## config.mk

```make
export PLATFORM = sky130hd
export DESIGN_NAME = sec_unlock_ctrl
export DESIGN_NICKNAME = d
export VERILOG_FILES = /design/src/rtl/sec_unlock_pkg.sv /design/src/rtl/sec_key_mux.sv /design/src/rtl/sec_key_seq.sv /design/src/rtl/sec_access_gate.sv /design/src/rtl/sec_unlock_ctrl.sv
export SDC_FILE = /design/constraint.sdc
export NUM_CORES = 1
export LEC_CHECK = 0
export BUFFER_PORTS_ARGS = -buffer_cell sky130_fd_sc_hd__buf_4
export CAP_MARGIN = 20
export CORE_MARGIN = 5
export CORE_UTILIZATION = 53
export CTS_CLUSTER_SIZE = 24
export DETAILED_ROUTE_END_ITERATION = 7
export GPL_TIMING_DRIVEN = 0
export PLACE_DENSITY = 0.82
export SLEW_MARGIN = 25
export SYNTH_ARGS = -nofsm -noshare
export SYNTH_HDL_FRONTEND = slang
export SYNTH_SLANG_ARGS = --single-unit
export TNS_END_PERCENT = 100
```

## constraint.sdc

```tcl
create_clock -name clk -period 2.5 [get_ports clk]
set_input_delay 0.25 -clock clk [delete_from_list [all_inputs] [get_ports clk]]
set_output_delay 0.25 -clock clk [all_outputs]
set_load 0.1 [all_outputs]
```

## src/rtl/sec_unlock_pkg.sv

```systemverilog
package sec_unlock_pkg;

    localparam logic [1:0] SEC_OPEN_CODE = 2'b10;

    function automatic logic sec_field_is_secure(input logic [1:0] field);
        return field != SEC_OPEN_CODE;
    endfunction

endpackage

```

## src/rtl/sec_key_mux.sv

```systemverilog
module sec_key_mux #(
    parameter int KEY_BYTES = 8,
    parameter int BYTE_W    = 8,
    parameter int IDX_W     = 3
) (
    input  logic [KEY_BYTES*BYTE_W-1:0] key_flat,
    input  logic [IDX_W-1:0]            sel_idx,
    output logic [BYTE_W-1:0]           sel_byte
);
    logic [BYTE_W-1:0] slice [KEY_BYTES];

    for (genvar g = 0; g < KEY_BYTES; g++) begin : g_slice
        assign slice[g] = key_flat[g*BYTE_W +: BYTE_W];
    end

    always_comb begin
        sel_byte = '0;
        for (int i = 0; i < KEY_BYTES; i++) begin
            if (sel_idx == IDX_W'(i)) sel_byte = slice[i];
        end
    end
endmodule

```

## src/rtl/sec_key_seq.sv

```systemverilog
module sec_key_seq #(
    parameter int BYTE_W    = 8,
    parameter int KEY_BYTES = 8,
    parameter int IDX_W     = 3
) (
    input  logic              clk,
    input  logic              rst_n,
    input  logic              allow,
    input  logic              wr_ok,
    input  logic [IDX_W-1:0]  wr_idx,
    input  logic [BYTE_W-1:0] wr_byte,
    input  logic [BYTE_W-1:0] ref_byte,
    output logic              done_hit,
    output logic              done_miss
);
    localparam logic [IDX_W-1:0] LAST_IDX = IDX_W'(KEY_BYTES - 1);

    typedef struct packed {
        logic [IDX_W-1:0] expect_idx;
        logic             match;
    } seq_t;

    seq_t seq_d, seq_q;
    logic byte_eq;

    always_comb begin
        seq_d     = seq_q;
        done_hit  = 1'b0;
        done_miss = 1'b0;
        byte_eq   = (wr_byte == ref_byte);
        if (!allow) begin
            seq_d.expect_idx = '0;
            seq_d.match      = 1'b1;
        end else if (wr_ok) begin
            if (wr_idx == seq_q.expect_idx) begin
                if (seq_q.expect_idx == LAST_IDX) begin
                    done_hit         = seq_q.match & byte_eq;
                    done_miss        = ~(seq_q.match & byte_eq);
                    seq_d.expect_idx = '0;
                    seq_d.match      = 1'b1;
                end else begin
                    seq_d.expect_idx = seq_q.expect_idx + IDX_W'(1);
                    seq_d.match      = seq_q.match & byte_eq;
                end
            end else if (wr_idx == '0) begin
                seq_d.expect_idx = IDX_W'(1);
                seq_d.match      = byte_eq;
            end else begin
                seq_d.expect_idx = '0;
                seq_d.match      = 1'b1;
            end
        end
    end

    always_ff @(posedge clk or negedge rst_n) begin
        if (!rst_n) begin
            seq_q.expect_idx <= '0;
            seq_q.match      <= 1'b1;
        end else begin
            seq_q <= seq_d;
        end
    end
endmodule

```

## src/rtl/sec_access_gate.sv

```systemverilog
module sec_access_gate (
    input  logic loaded,
    input  logic secure,
    input  logic req_valid,
    input  logic req_from_debug,
    input  logic req_from_secure_code,
    output logic grant
);
    logic trusted;

    always_comb begin
        trusted = req_from_secure_code & ~req_from_debug;
        grant   = loaded & req_valid & (~secure | trusted);
    end
endmodule

```

## src/rtl/sec_unlock_ctrl.sv

```systemverilog
module sec_unlock_ctrl #(
    parameter int KEY_BYTES = 8,
    parameter int BYTE_W    = 8
) (
    input  logic                               clk,
    input  logic                               rst_n,
    input  logic [1:0]                         nv_sec_field,
    input  logic                               nv_key_en,
    input  logic [KEY_BYTES*BYTE_W-1:0]        nv_key,
    input  logic                               key_wr,
    input  logic [$clog2(KEY_BYTES)-1:0]       key_idx,
    input  logic [BYTE_W-1:0]                  key_byte,
    input  logic                               key_from_secure_code,
    input  logic                               key_from_debug,
    input  logic                               req_valid,
    input  logic                               req_from_debug,
    input  logic                               req_from_secure_code,
    input  logic                               erase_done,
    input  logic                               blank_ok,
    output logic                               secure,
    output logic                               grant
);
    import sec_unlock_pkg::*;

    localparam int IDX_W = $clog2(KEY_BYTES);
    localparam int KEY_W = KEY_BYTES * BYTE_W;

    typedef struct packed {
        logic             loaded;
        logic             secure;
        logic             key_en;
        logic             locked;
        logic [KEY_W-1:0] key;
    } ctl_t;

    ctl_t ctl_d, ctl_q;

    logic              loaded;
    logic              seq_allow;
    logic              seq_wr_ok;
    logic [BYTE_W-1:0] ref_byte;
    logic              key_hit;
    logic              key_miss;

    assign loaded    = ctl_q.loaded;
    assign secure    = ctl_q.secure;
    assign seq_allow = ctl_q.loaded & ctl_q.secure & ctl_q.key_en & ~ctl_q.locked;
    assign seq_wr_ok = key_wr & key_from_secure_code & ~key_from_debug;

    sec_key_mux #(.KEY_BYTES(KEY_BYTES), .BYTE_W(BYTE_W), .IDX_W(IDX_W)) u_mux (
        .key_flat (ctl_q.key),
        .sel_idx  (key_idx),
        .sel_byte (ref_byte)
    );

    sec_key_seq #(.BYTE_W(BYTE_W), .KEY_BYTES(KEY_BYTES), .IDX_W(IDX_W)) u_seq (
        .clk       (clk),
        .rst_n     (rst_n),
        .allow     (seq_allow),
        .wr_ok     (seq_wr_ok),
        .wr_idx    (key_idx),
        .wr_byte   (key_byte),
        .ref_byte  (ref_byte),
        .done_hit  (key_hit),
        .done_miss (key_miss)
    );

    sec_access_gate u_gate (
        .loaded               (ctl_q.loaded),
        .secure               (ctl_q.secure),
        .req_valid            (req_valid),
        .req_from_debug       (req_from_debug),
        .req_from_secure_code (req_from_secure_code),
        .grant                (grant)
    );

    always_comb begin
        ctl_d = ctl_q;
        if (!ctl_q.loaded) begin
            ctl_d.loaded = 1'b1;
            ctl_d.secure = sec_field_is_secure(nv_sec_field);
            ctl_d.key_en = nv_key_en;
            ctl_d.key    = nv_key;
            ctl_d.locked = 1'b0;
        end else begin
            if (erase_done && blank_ok) ctl_d.secure = 1'b0;
            if (key_hit)                ctl_d.secure = 1'b0;
            if (key_miss)               ctl_d.locked = 1'b1;
        end
    end

    always_ff @(posedge clk or negedge rst_n) begin
        if (!rst_n) begin
            ctl_q.loaded <= 1'b0;
            ctl_q.secure <= 1'b1;
            ctl_q.key_en <= 1'b0;
            ctl_q.locked <= 1'b0;
            ctl_q.key    <= '0;
        end else begin
            ctl_q <= ctl_d;
        end
    end
endmodule

```

# Word-level counts from Yosys, hierarchy flattened

Index checks and enable logic that the tools add are counted.

Flip-flop bits (word level): 72
Bits in latches: 0
Output and inout port bits: 2
Bits of input ports: 88
Memories kept: 0
Memory bits (writable): 0
Word-level logic and storage cells: 65
ROM bits: 0

Muxes and demuxes: 26
Equal/unequal tests: 14
Div/mod/pow operators: 0
Multiply operators: 0
Shifts and indexed selects: 0
Bitwise operators: 15
Add/subtract/negate cells: 1
Magnitude comparators: 0
Reduce and logical (&&, ||, !) cells: 2

Operators by type and width:

| operator                                       | count |
|---|---|
| 2-to-1 mux 8 bit                               | 8 |
| 2-to-1 mux 4 bit                               | 4 |
| == test 3 bit (second input constant)          | 5 |
| 2-to-1 mux 1 bit                               | 13 |
| AND 1 bit                                      | 9 |
| == test 8 bit                                  | 1 |
| == test 3 x 2 -> 1 bit (second input constant) | 2 |
| NOT 1 bit                                      | 5 |
| != test 2 bit (second input constant)          | 2 |
| adder 3 x 1 -> 3 bit (second input constant)   | 1 |
| == test 3 x 1 -> 1 bit (second input constant) | 1 |
| == test 3 bit                                  | 1 |
| logical NOT 3 bit                              | 1 |
| != test 3 x 1 -> 1 bit (second input constant) | 1 |
| 2-to-1 mux 2 bit                               | 1 |
| != test 2 x 1 -> 1 bit (second input constant) | 1 |
| logical AND 1 bit                              | 1 |
| OR 1 bit                                       | 1 |

# Depth between registers and ports, before layout

Gate-level depths: netlist of run 1.

Depth after elaboration: 18
Mapped depth: 10
Gate-level depth less buffers: 7

# Hierarchy

Synthesis of run 1 repeated with hierarchy kept, for this count alone.

Cell total of the unflattened synthesis: 222
Area total of the unflattened synthesis: 3522.1 um^2

Modules (own cells, without submodules):

| module          | area an instance (um^2) | instances | cells an instance |
|---|---|---|---|
| sec_unlock_ctrl | 2567.5                  | 1         | 150 |
| sec_key_mux     | 550.5                   | 1         | 29 |
| sec_key_seq     | 385.4                   | 1         | 40 |
| sec_access_gate | 18.8                    | 1         | 3 |

# Least setup slack after synthesis of run 1

OpenSTA, ideal clock, no wires.

Kind: flip-flop to output port
Start point: register loaded (netlist name)
End point: output grant
Stages on the path, launching flop included: 5
Setup slack: -0.132 ns
Arrival time: 2.382 ns
Data required time: 2.250 ns
Cell sequence: dfrtp_1 > clkbuf_1 > clkbuf_1 > nand2_1 > a21oi_1

Word-level cells in the longest chain between the ends: 2

Ends and longest elaborated chain:

| element                | RTL line              | source |
|---|---|---|
| AND 1 bit (2 in a row) | sec_access_gate.sv:13 | `grant = loaded & req_valid & (~secure \| trusted);` |
| end, declared          | sec_unlock_ctrl.sv:21 | `output logic grant` |

No other way between the ends.

# Worst setup path after layout of run 1

Start point: register loaded (netlist name)
End point: output grant

Word-level cells in the longest chain between the ends: 2

Ends and longest elaborated chain:

| element                | RTL line |
|---|---|
| AND 1 bit (2 in a row) | sec_access_gate.sv:13 |

No other way between the ends.

==> results.cfg, run 1 <==
[routing]
ant_nets = 0
detail_route.first_pass.iterations = 4
avgViaCountPerCell = 5.79
drcViolationCount = 0
drt-wirelength-per-cell_um = 19.0
drt_iter0_drc = 226
drt_wl_total_um = 9140
vias = 2789

[grt]
grt_pass1_vias = 2936
grt_max_degree = 73
grtUsageTotal_pct = 22.4
antenna_found_initial = 0
grt_pass1_wl_um = 14900
overflow = 0

[cells_and_area]
area_growth_pct = 27.2
drive_gt1_share_pct = 47.5
nets = 487
final_common_cell = buf_4
final_cells = 482
nFillCells = 523
n_antenna_cell = 0
mostFrequentLayoutCells = buf_4 (89), mux2_2 (72), dfrtp_1 (70)

[timing]
fin_ws_ns = 0.205
tns_ns = 0
setup_viol = 0
finClkSkew_ns = 0.0107
final.min_clock_period_ns = 2.29
clock.fmax_mhz = 436
relSlewSlack_pct = 40.1
slew_violations = 0
rsz0062_at_grt = false
hold_violations = 0
post-route-period-util_pct = 91.8
whs_ns = 0.0181
worstMarginPinSlew_ns = 0.899

[power_and_ir_drop]
leakagePower_uw = 0.00209
vdd_drop_max_mv = 0.456
power.density_nw_per_um2 = 633

[die]
pin_count = 90
die_y_um = 93.3
coreArea_um2 = 6760
initial_core_util_pct = 54.4
dieArea_um2 = 8700
die_w_um = 93.3
rows = 30

[synthesis]
ys_async_sr_fraction_pct = 100
ys_ff_latch = 72
seq_area_frac_synth_pct = 49.1
synth-edff-count = 0
synth_top_area_cell = dfrtp_1
netlist_area_um2 = 3680
synth_cells = 298
synth_area_leaders = dfrtp_1 (48%), mux2_2 (22%), mux2i_1 (2.7%), o21ai_0 (1.8%), a21oi_1 (1.6%)
synth_cell_types = 53
syn_nets = 388
synth_flop_cell = dfrtp_1
avgSynthCellArea_um2 = 12.3
yosysWarnings = 0
yosysTopAreaCellShare_pct = 47.7

[clock_network]
cts_hold_buffers = 0
numCtsBuffers = 9
htree_levels = 3
clk_pin_slew_ns = 0.07
clock_path_buffers = 2
cts_resized = 0
cts_tree = yes
cts_setup_buffers = 0
cts_sinks = 72
clk-insertion-delay-late_ns = 0.34
clockRootBuffer = clkbuf_8

[worst_setup_path]
critPathMostFrequentCell = clkbuf_1
critPathKind = register to output port
critPathLaunchType = register
worstPathArrival_ns = 2.04
slowest_delay_ns = 0.51
cp_cell_sequence = clkbuf_1 -> clkbuf_1 -> nand2_1 -> a21oi_2 -> buf_4
critPathCaptureType = output port
crit_required_ns = 2.25
cp_max_fo = 10
slowest_stage = clkbuf_1

[placed_design]
port_buffers = 88
place_ws_ns = 0.0816
dp_hpwl_um = 6810
place.gp.congestion = 0.888
dpl.cell_count = 466

[min_path]
hp-class = input pin to async pin

[outcome]
status = finished clean

[flow_run]
cap_violations = 0
## synthesized netlist by cell type (3+ instances only)
master,instances
a21oi_1,12
a22o_1,3
and2_1,3
buf_2,4
clkbuf_1,10
dfrtp_1,70
inv_1,6
mux2_2,72
mux2i_1,10
nand2_1,14
nand2b_1,7
nand3_1,3
nor2_1,11
nor2b_1,5
o21ai_0,13
xor2_1,4
## cells by family (layout without fill, tap and decap cells)
family | after synthesis | after routing | synth area share, %
and+or+nand+nor | 54 | 54 | 7.96
AOI/OAI and AO/OA | 54 | 54 | 10.2
adders and majority gates | 2 | 2 | 0.681
xor gates and xnor gates | 6 | 6 | 1.43
other | 1 | 1 | 0.102
buffers and inverters | 23 | 127 | 3.10
DFF | 72 | 72 | 49.1
muxes | 86 | 86 | 27.4
## metrics by stage
step                power, uW  util (%)  area [um^2]
finish                   2960      69.2         4680
global route             3090      69.2         4680
CTS                      2980      69.2         4680
detailed placement       1880      65.7         4440
global placement         1870      65.7         4440
floorplan                1660         -         3680
## flip-flops by register name, indices dropped and copies added, names as in the netlist
register and flops:
loaded 1, u_seq.seq_q 4, secure 1, ctl_q 66
## path summary, 6_finish.rpt
kind,cells past startpoint,to,start,slack (ns)
max,5,grant,loaded,0.21
min,1,ctl_q[53],rst_n,0.02
max reg2reg,7,ctl_q[64],ctl_q[56],0.23
min reg2reg,1,ctl_q[33],ctl_q[33],0.50
max in group asynchronous,1,ctl_q[64],rst_n,1.87
min in group clk,2,ctl_q[15],nv_key[15],0.13
## worst max-delay path, delay by kind of cell (launching register included)
kind                   cells  cell delay [ns]
buffers and inverters      3             1.12
AO/OA/AOI/OAI              1             0.13
flip-flops                 1             0.32
AND/OR/NAND/NOR            1             0.13
## layout make-up
| type | instances | area, um^2 | share of cell area (%) |
|---|---|---|---|
| inverter | 6 | 22.5 | 0.482 |
| clock buffer | 11 | 131 | 2.81 |
| multi-input combinational | 203 | 1760 | 37.7 |
| timing repair buffer | 88 | 661 | 14.1 |
| tap | 80 | 100 | 2.14 |
| buffer | 17 | 91.3 | 1.95 |
| clock inverter | 5 | 104 | 2.22 |
| sequential | 72 | 1800 | 38.6 |
## power by group
| group | switching (uW) | total [uW] | internal, uW |
|---|---|---|---|
| sequential | 61.1 | 1340 | 1270 |
| combinational | 237 | 526 | 289 |
| clock | 432 | 1100 | 666 |
## metal layers
metal	part of all wire (%)	up-vias	GRT usage, %
met1	43	1378	29.4
met5	0	-	0
met2	49	103	36.3
met4	1.9	0	7.08
met3	6.3	14	5.79
li1	-	1294	-
No activity file was read; power rests on OpenSTA's default activity.
==> run 2: changes to the inputs <==
RECOVER_POWER = 50   (was default)
==> run 2 against run 1 <==
Compared with the run above: the flow now finishes with violations (capacitance limit, slew limit); register-to-register slack about the same; utilization barely moved; worst hold slack better by 0.11 ns; clock skew is the same; design area barely moved; wire length barely moved; worst setup slack about the same; first-iteration DRC count did not move; sequential power hardly changed; combinational power is essentially flat.
==> results.cfg, run 2 (synthesis gave the netlist of run 1 again) <==
[clock_network]
cts_hold_buffers = 0
numCtsBuffers = 9
cts_resized = 0
htree_levels = 3
clk_pin_slew_ns = 0.08
cts_sinks = 72
clk-insertion-delay-late_ns = 0.34
cts_setup_buffers = 0
cts_tree = yes
clock_path_buffers = 2
clockRootBuffer = clkbuf_8

[power_and_ir_drop]
swShare_pct = 24.7
leakagePower_uw = 0.00209
power.density_nw_per_um2 = 633
p_sw_uw = 731
internal_power_uw = 2230
clock_power_share_pct = 37.1
seq_power_share_pct = 45.1
vdd_drop_max_mv = 0.456
power_uw = 2960
share_comb_of_total_power_pct = 17.8

[timing]
final.min_clock_period_ns = 2.30
slew_violations = 73
tns_ns = 0
rsz0062_at_grt = false
post-route-period-util_pct = 91.8
finClkSkew_ns = 0.0107
relSlewSlack_pct = -17.5
whs_ns = 0.130
clock.fmax_mhz = 436
hold_violations = 0
fin_ws_ns = 0.205
worstMarginPinSlew_ns = 1.76
setup_viol = 0

[placed_design]
dp_hpwl_um = 6810
port_buffers = 88
placed_area_um2 = 4440
place_ws_ns = 0.0816
place.gp.congestion = 0.888

[grt]
grt_pass1_vias = 2936
antenna_found_initial = 0
grt_pass1_wl_um = 14900
overflow = 0
grt_max_degree = 73
grtUsageTotal_pct = 22.4

[die]
die_y_um = 93.3
rows = 30
dieArea_um2 = 8700
initial_core_util_pct = 54.4
coreArea_um2 = 6760
pin_count = 90
die_w_um = 93.3

[cells_and_area]
nets = 487
mostFrequentLayoutCells = buf_4 (88), mux2_2 (72), dfrtp_1 (70)
largest-register = ctl_q
n_antenna_cell = 0
drive_gt1_share_pct = 47.5
final_common_cell = buf_4
stdcell_area_um2 = 4670
largest_reg_flops = 66
area_growth_pct = 27.1
largestRegisters = ctl_q (66), u_seq.seq_q (4)

[outcome]
violations = capacitance limit, slew limit
status = complete, but fails checks

[routing]
drcViolationCount = 0
detail_route.first_pass.iterations = 4
drt-wirelength-per-cell_um = 19.0
drt_wl_total_um = 9150
drt_iter0_drc = 226
ant_nets = 0
avgViaCountPerCell = 5.78
vias = 2788

[worst_setup_path]
critPathKind = register to output port
slowest_stage = clkbuf_1
slowest_delay_ns = 0.51
cp_max_fo = 10
cp_cell_sequence = clkbuf_1 -> clkbuf_1 -> nand2_1 -> a21oi_2 -> buf_4
critPathCaptureType = output port
worstPathArrival_ns = 2.05
crit_required_ns = 2.25
critPathMostFrequentCell = clkbuf_1
critPathLaunchType = register

[min_path]
hp-class = input pin to register

[flow_run]
cap_violations = 1
run 2: critical path, delay by kind of cell, from the launching register on:
family,cells,cell delay (ns)
buffers and inverters,3,1.12
DFF,1,0.32
and+or+nand+nor,1,0.13
AOI/OAI and AO/OA,1,0.13
run 2: final cells by class:
cell class              instances  area, um^2
multi-input cells             203        1760
clock buffers                  11         131
flip-flops and latches         72        1800
inverters                       6        22.5
clock inverters                 5         104
plain buffers                  17        91.3
well taps                      80         100
fillers                       523        2080
repair buffers                 88         658
run 2: worst paths after layout:
kind | cells after the start | slack, ns | to | start
min reg2reg | 1 | 0.50 | ctl_q[33] | ctl_q[33]
max | 5 | 0.20 | grant | loaded
min in group asynchronous | 1 | 0.36 | ctl_q[53] | rst_n
max in group asynchronous | 1 | 1.07 | ctl_q[64] | rst_n
min | 2 | 0.13 | ctl_q[15] | nv_key[15]
max reg2reg | 7 | 0.23 | ctl_q[64] | ctl_q[56]
run 2: metal layers:
layer / vias to the layer above / GRT usage [%] / wire (um)
met5: - / 0 / 0
met4: 0 / 7.08 / 170
met3: 14 / 5.79 / 572
met2: 103 / 36.3 / 4490
met1: 1377 / 29.4 / 3920
li1: 1294 / - / -
run 2: metrics by stage:
stage                     util (%)  cells
after floorplan                  -    298
after global placement        65.7    466
after detailed placement      65.7    466
after CTS                     69.2    482
after global routing          69.2    482
final                         69.2    482
run 2: power groups by stage:
| stage | sequential [uW] | clock [uW] | combinational, uW |
|---|---|---|---|
| after floorplan | 1350 | 0 | 312 |
| after global placement | 1350 | 0 | 515 |
| after detailed placement | 1360 | 0 | 526 |
| after CTS | 1330 | 1120 | 528 |
| after global routing | 1350 | 1170 | 572 |
| final | 1340 | 1100 | 526 |
==> run 3: changes to the inputs <==
PLACE_DENSITY = 0.83   (was 0.82)
SYNTH_HIERARCHICAL = 1   (was default)
==> run 3 against run 2 <==
Compared with the run above: the run still ends with capacitance limit, slew limit left; flip-flop and latch count did not move; sequential share of layout area grew 1.1 points; clock-buffer cell count is 2 lower; fmax fell by 5.2%; global-route usage is 1.8 points lower; design area down 2.9%; critical path depth increased by 2; total power fell by 0.98%; critical endpoint is now ctl_q[64]; largest cell class unchanged; highest routed layer unchanged.
==> results.cfg, run 3 <==
[cells_and_area]
final_common_cell = buf_4
n_antenna_cell = 0
nets = 411
area_growth_pct = 28.8
largest_reg_flops = 66
drive_gt1_share_pct = 61.0
largestRegisters = ctl_q (66), u_seq/seq_q (4)
largest-register = ctl_q
mostFrequentLayoutCells = buf_4 (88), dfrtp_1 (70), mux2_2 (67)
final_util_pct = 70.7

[die]
rows = 29
coreArea_um2 = 6420
die_y_um = 91.5
die_w_um = 91.5
initial_core_util_pct = 54.8
pin_count = 90
dieArea_um2 = 8380

[worst_setup_path]
slowest_stage = mux4_1
r2r-start = ctl_q[19]
critPathKind = register to register
worstPathArrival_ns = 2.65
slowest_delay_ns = 0.52
critical_path.top_delay_family = multiplexers
reg2regPathDepth = 7
regToRegSetupSlack_ns = 0.08
cp_num_buf_inv = 0
cp_cell_sequence = mux4_1 -> mux2_2 -> xor2_1 -> nor4_2 -> nand3_1 -> nor3b_1 -> o21a_1
crit_required_ns = 2.73
critPathCaptureType = register
critPathLaunchType = register
r2r_end = ctl_q[64]
cp_max_fo = 2

[synthesis]
ys_async_sr_fraction_pct = 100
synthXorXnorAreaFrac_pct = 2.74
ys_ff_latch = 72
synth_mux_area_share_pct = 35.8
avgSynthCellArea_um2 = 15.9
synthSimpleGateAreaFrac_pct = 3.98
synth_cells = 222
synth_flop_cell = dfrtp_1
synth_top_family_by_area = multiplexers
synth_top_area_cell = dfrtp_1
netlist_area_um2 = 3520
synth_fa_ha_area_share_pct = 0.710
synth-edff-count = 0
synth_cell_types = 37
synth_area_leaders = dfrtp_1 (50%), mux2_2 (21%), mux4_1 (11%), mux2_4 (2.6%), xor2_1 (2.0%)
synth_most_common_cell = dfrtp_1
yosysTopAreaCellShare_pct = 49.7
yosysWarnings = 6
synth_common_cells = dfrtp_1 (70), mux2_2 (67), mux4_1 (15)
seq_area_frac_synth_pct = 51.2
syn_nets = 312
synth-compound-area-share_pct = 2.42

[routing]
detail_route.first_pass.iterations = 4
drcViolationCount = 0
drt_wl_total_um = 8020
vias = 2290
avgViaCountPerCell = 5.68
drt_iter0_drc = 68
ant_nets = 0
drt-wirelength-per-cell_um = 19.9

[clock_network]
clockRootBuffer = clkbuf_8
numCtsBuffers = 9
clock_path_buffers = 2
clk-insertion-delay-late_ns = 0.35
cts_sinks = 72
cts_tree = yes
clk_pin_slew_ns = 0.08
cts_setup_buffers = 0
htree_levels = 3

[timing]
setup_viol = 0
post-route-period-util_pct = 96.8
slew_violations = 73
worstMarginPinSlew_ns = 1.77
relSlewSlack_pct = -18.2
hold_violations = 0
rsz0062_at_grt = false
clock.fmax_mhz = 413
fin_ws_ns = 0.0799
final.min_clock_period_ns = 2.42
finClkSkew_ns = 0.00732

[power_and_ir_drop]
vdd_drop_max_mv = 0.460
power.density_nw_per_um2 = 646
leakagePower_uw = 0.00205

[grt]
grt_pass1_vias = 2589
grt_max_degree = 73
grt_pass1_wl_um = 13200
grtUsageTotal_pct = 20.5
overflow = 0
antenna_found_initial = 0

[placed_design]
place_ws_ns = -0.491
dp_hpwl_um = 5680
port_buffers = 89
place.gp.congestion = 0.812

[outcome]
status = complete, but fails checks
violations = capacitance limit, slew limit

[flow_run]
cap_violations = 1

[min_path]
hold_depth = 2
hold_end = secure
worstHoldStart = nv_sec_field[1]
hp-class = input pin to register
run 3: cells by family (layout without fill, tap and decap cells):
| family | Yosys count | after routing |
|---|---|---|
| flops | 72 | 72 |
| fa+ha+maj | 2 | 2 |
| simple gates | 22 | 22 |
| other cells | 1 | 1 |
| compound gates | 11 | 11 |
| xor+xnor | 11 | 11 |
| buf+inv | 14 | 118 |
| mux | 89 | 89 |
run 3: layout make-up:
cell class	count	area [um^2]
Fill cell	448	1880
Timing Repair Buffer	89	666
Inverter	1	3.75
Sequential cell	72	1800
Tap cell	77	96.3
Multi-Input combinational cell	136	1630
Clock inverter	7	120
Clock buffer	9	124
Buffer	12	98.8
run 3: per-stage QoR:
stage	cells	TNS, ns	total power [uW]	hold WS, ns	cell area [um^2]
detailed placement	388	-1.06	1840	0.403	4290
global route	403	0	3060	0.0358	4540
finish	403	0	2930	0.0469	4540
global placement	388	-0.934	1820	0.401	4290
floorplan	222	0	1630	-0.0456	3520
CTS	403	0	2960	0.0373	4530
run 3: what timing repair did:
action                     in CTS  in global routing
setup endpoints to repair       2                  2
hold buffers                    0                  0
resized for setup               0                  2
pin swaps                       0                  2
run 3: worst max path at each step:
stage	start	endpoint	slack (ns)	cells after the start
floorplan	key_idx[1]	secure	0.15	10
global placement	key_idx[2]	secure	-0.44	11
detailed placement	key_idx[2]	secure	-0.49	11
CTS	ctl_q[9]	secure	0.03	8
global route	ctl_q[19]	secure	0.02	8
finish	ctl_q[19]	ctl_q[64]	0.08	7
run 3: where the power goes:
part	internal [uW]	switching, uW
Clock	664	451
Combinational	295	195
Sequential	1270	52.4
Total	2230	698
run 3: layer usage:
metal  vias up  GRT usage, %  wire length (um)
li1       1031             -                 -
met1      1168          25.7              3330
met2        81          34.6              4070
met3        10          7.11               536
met4         0          4.40                87
met5         -             0                 0
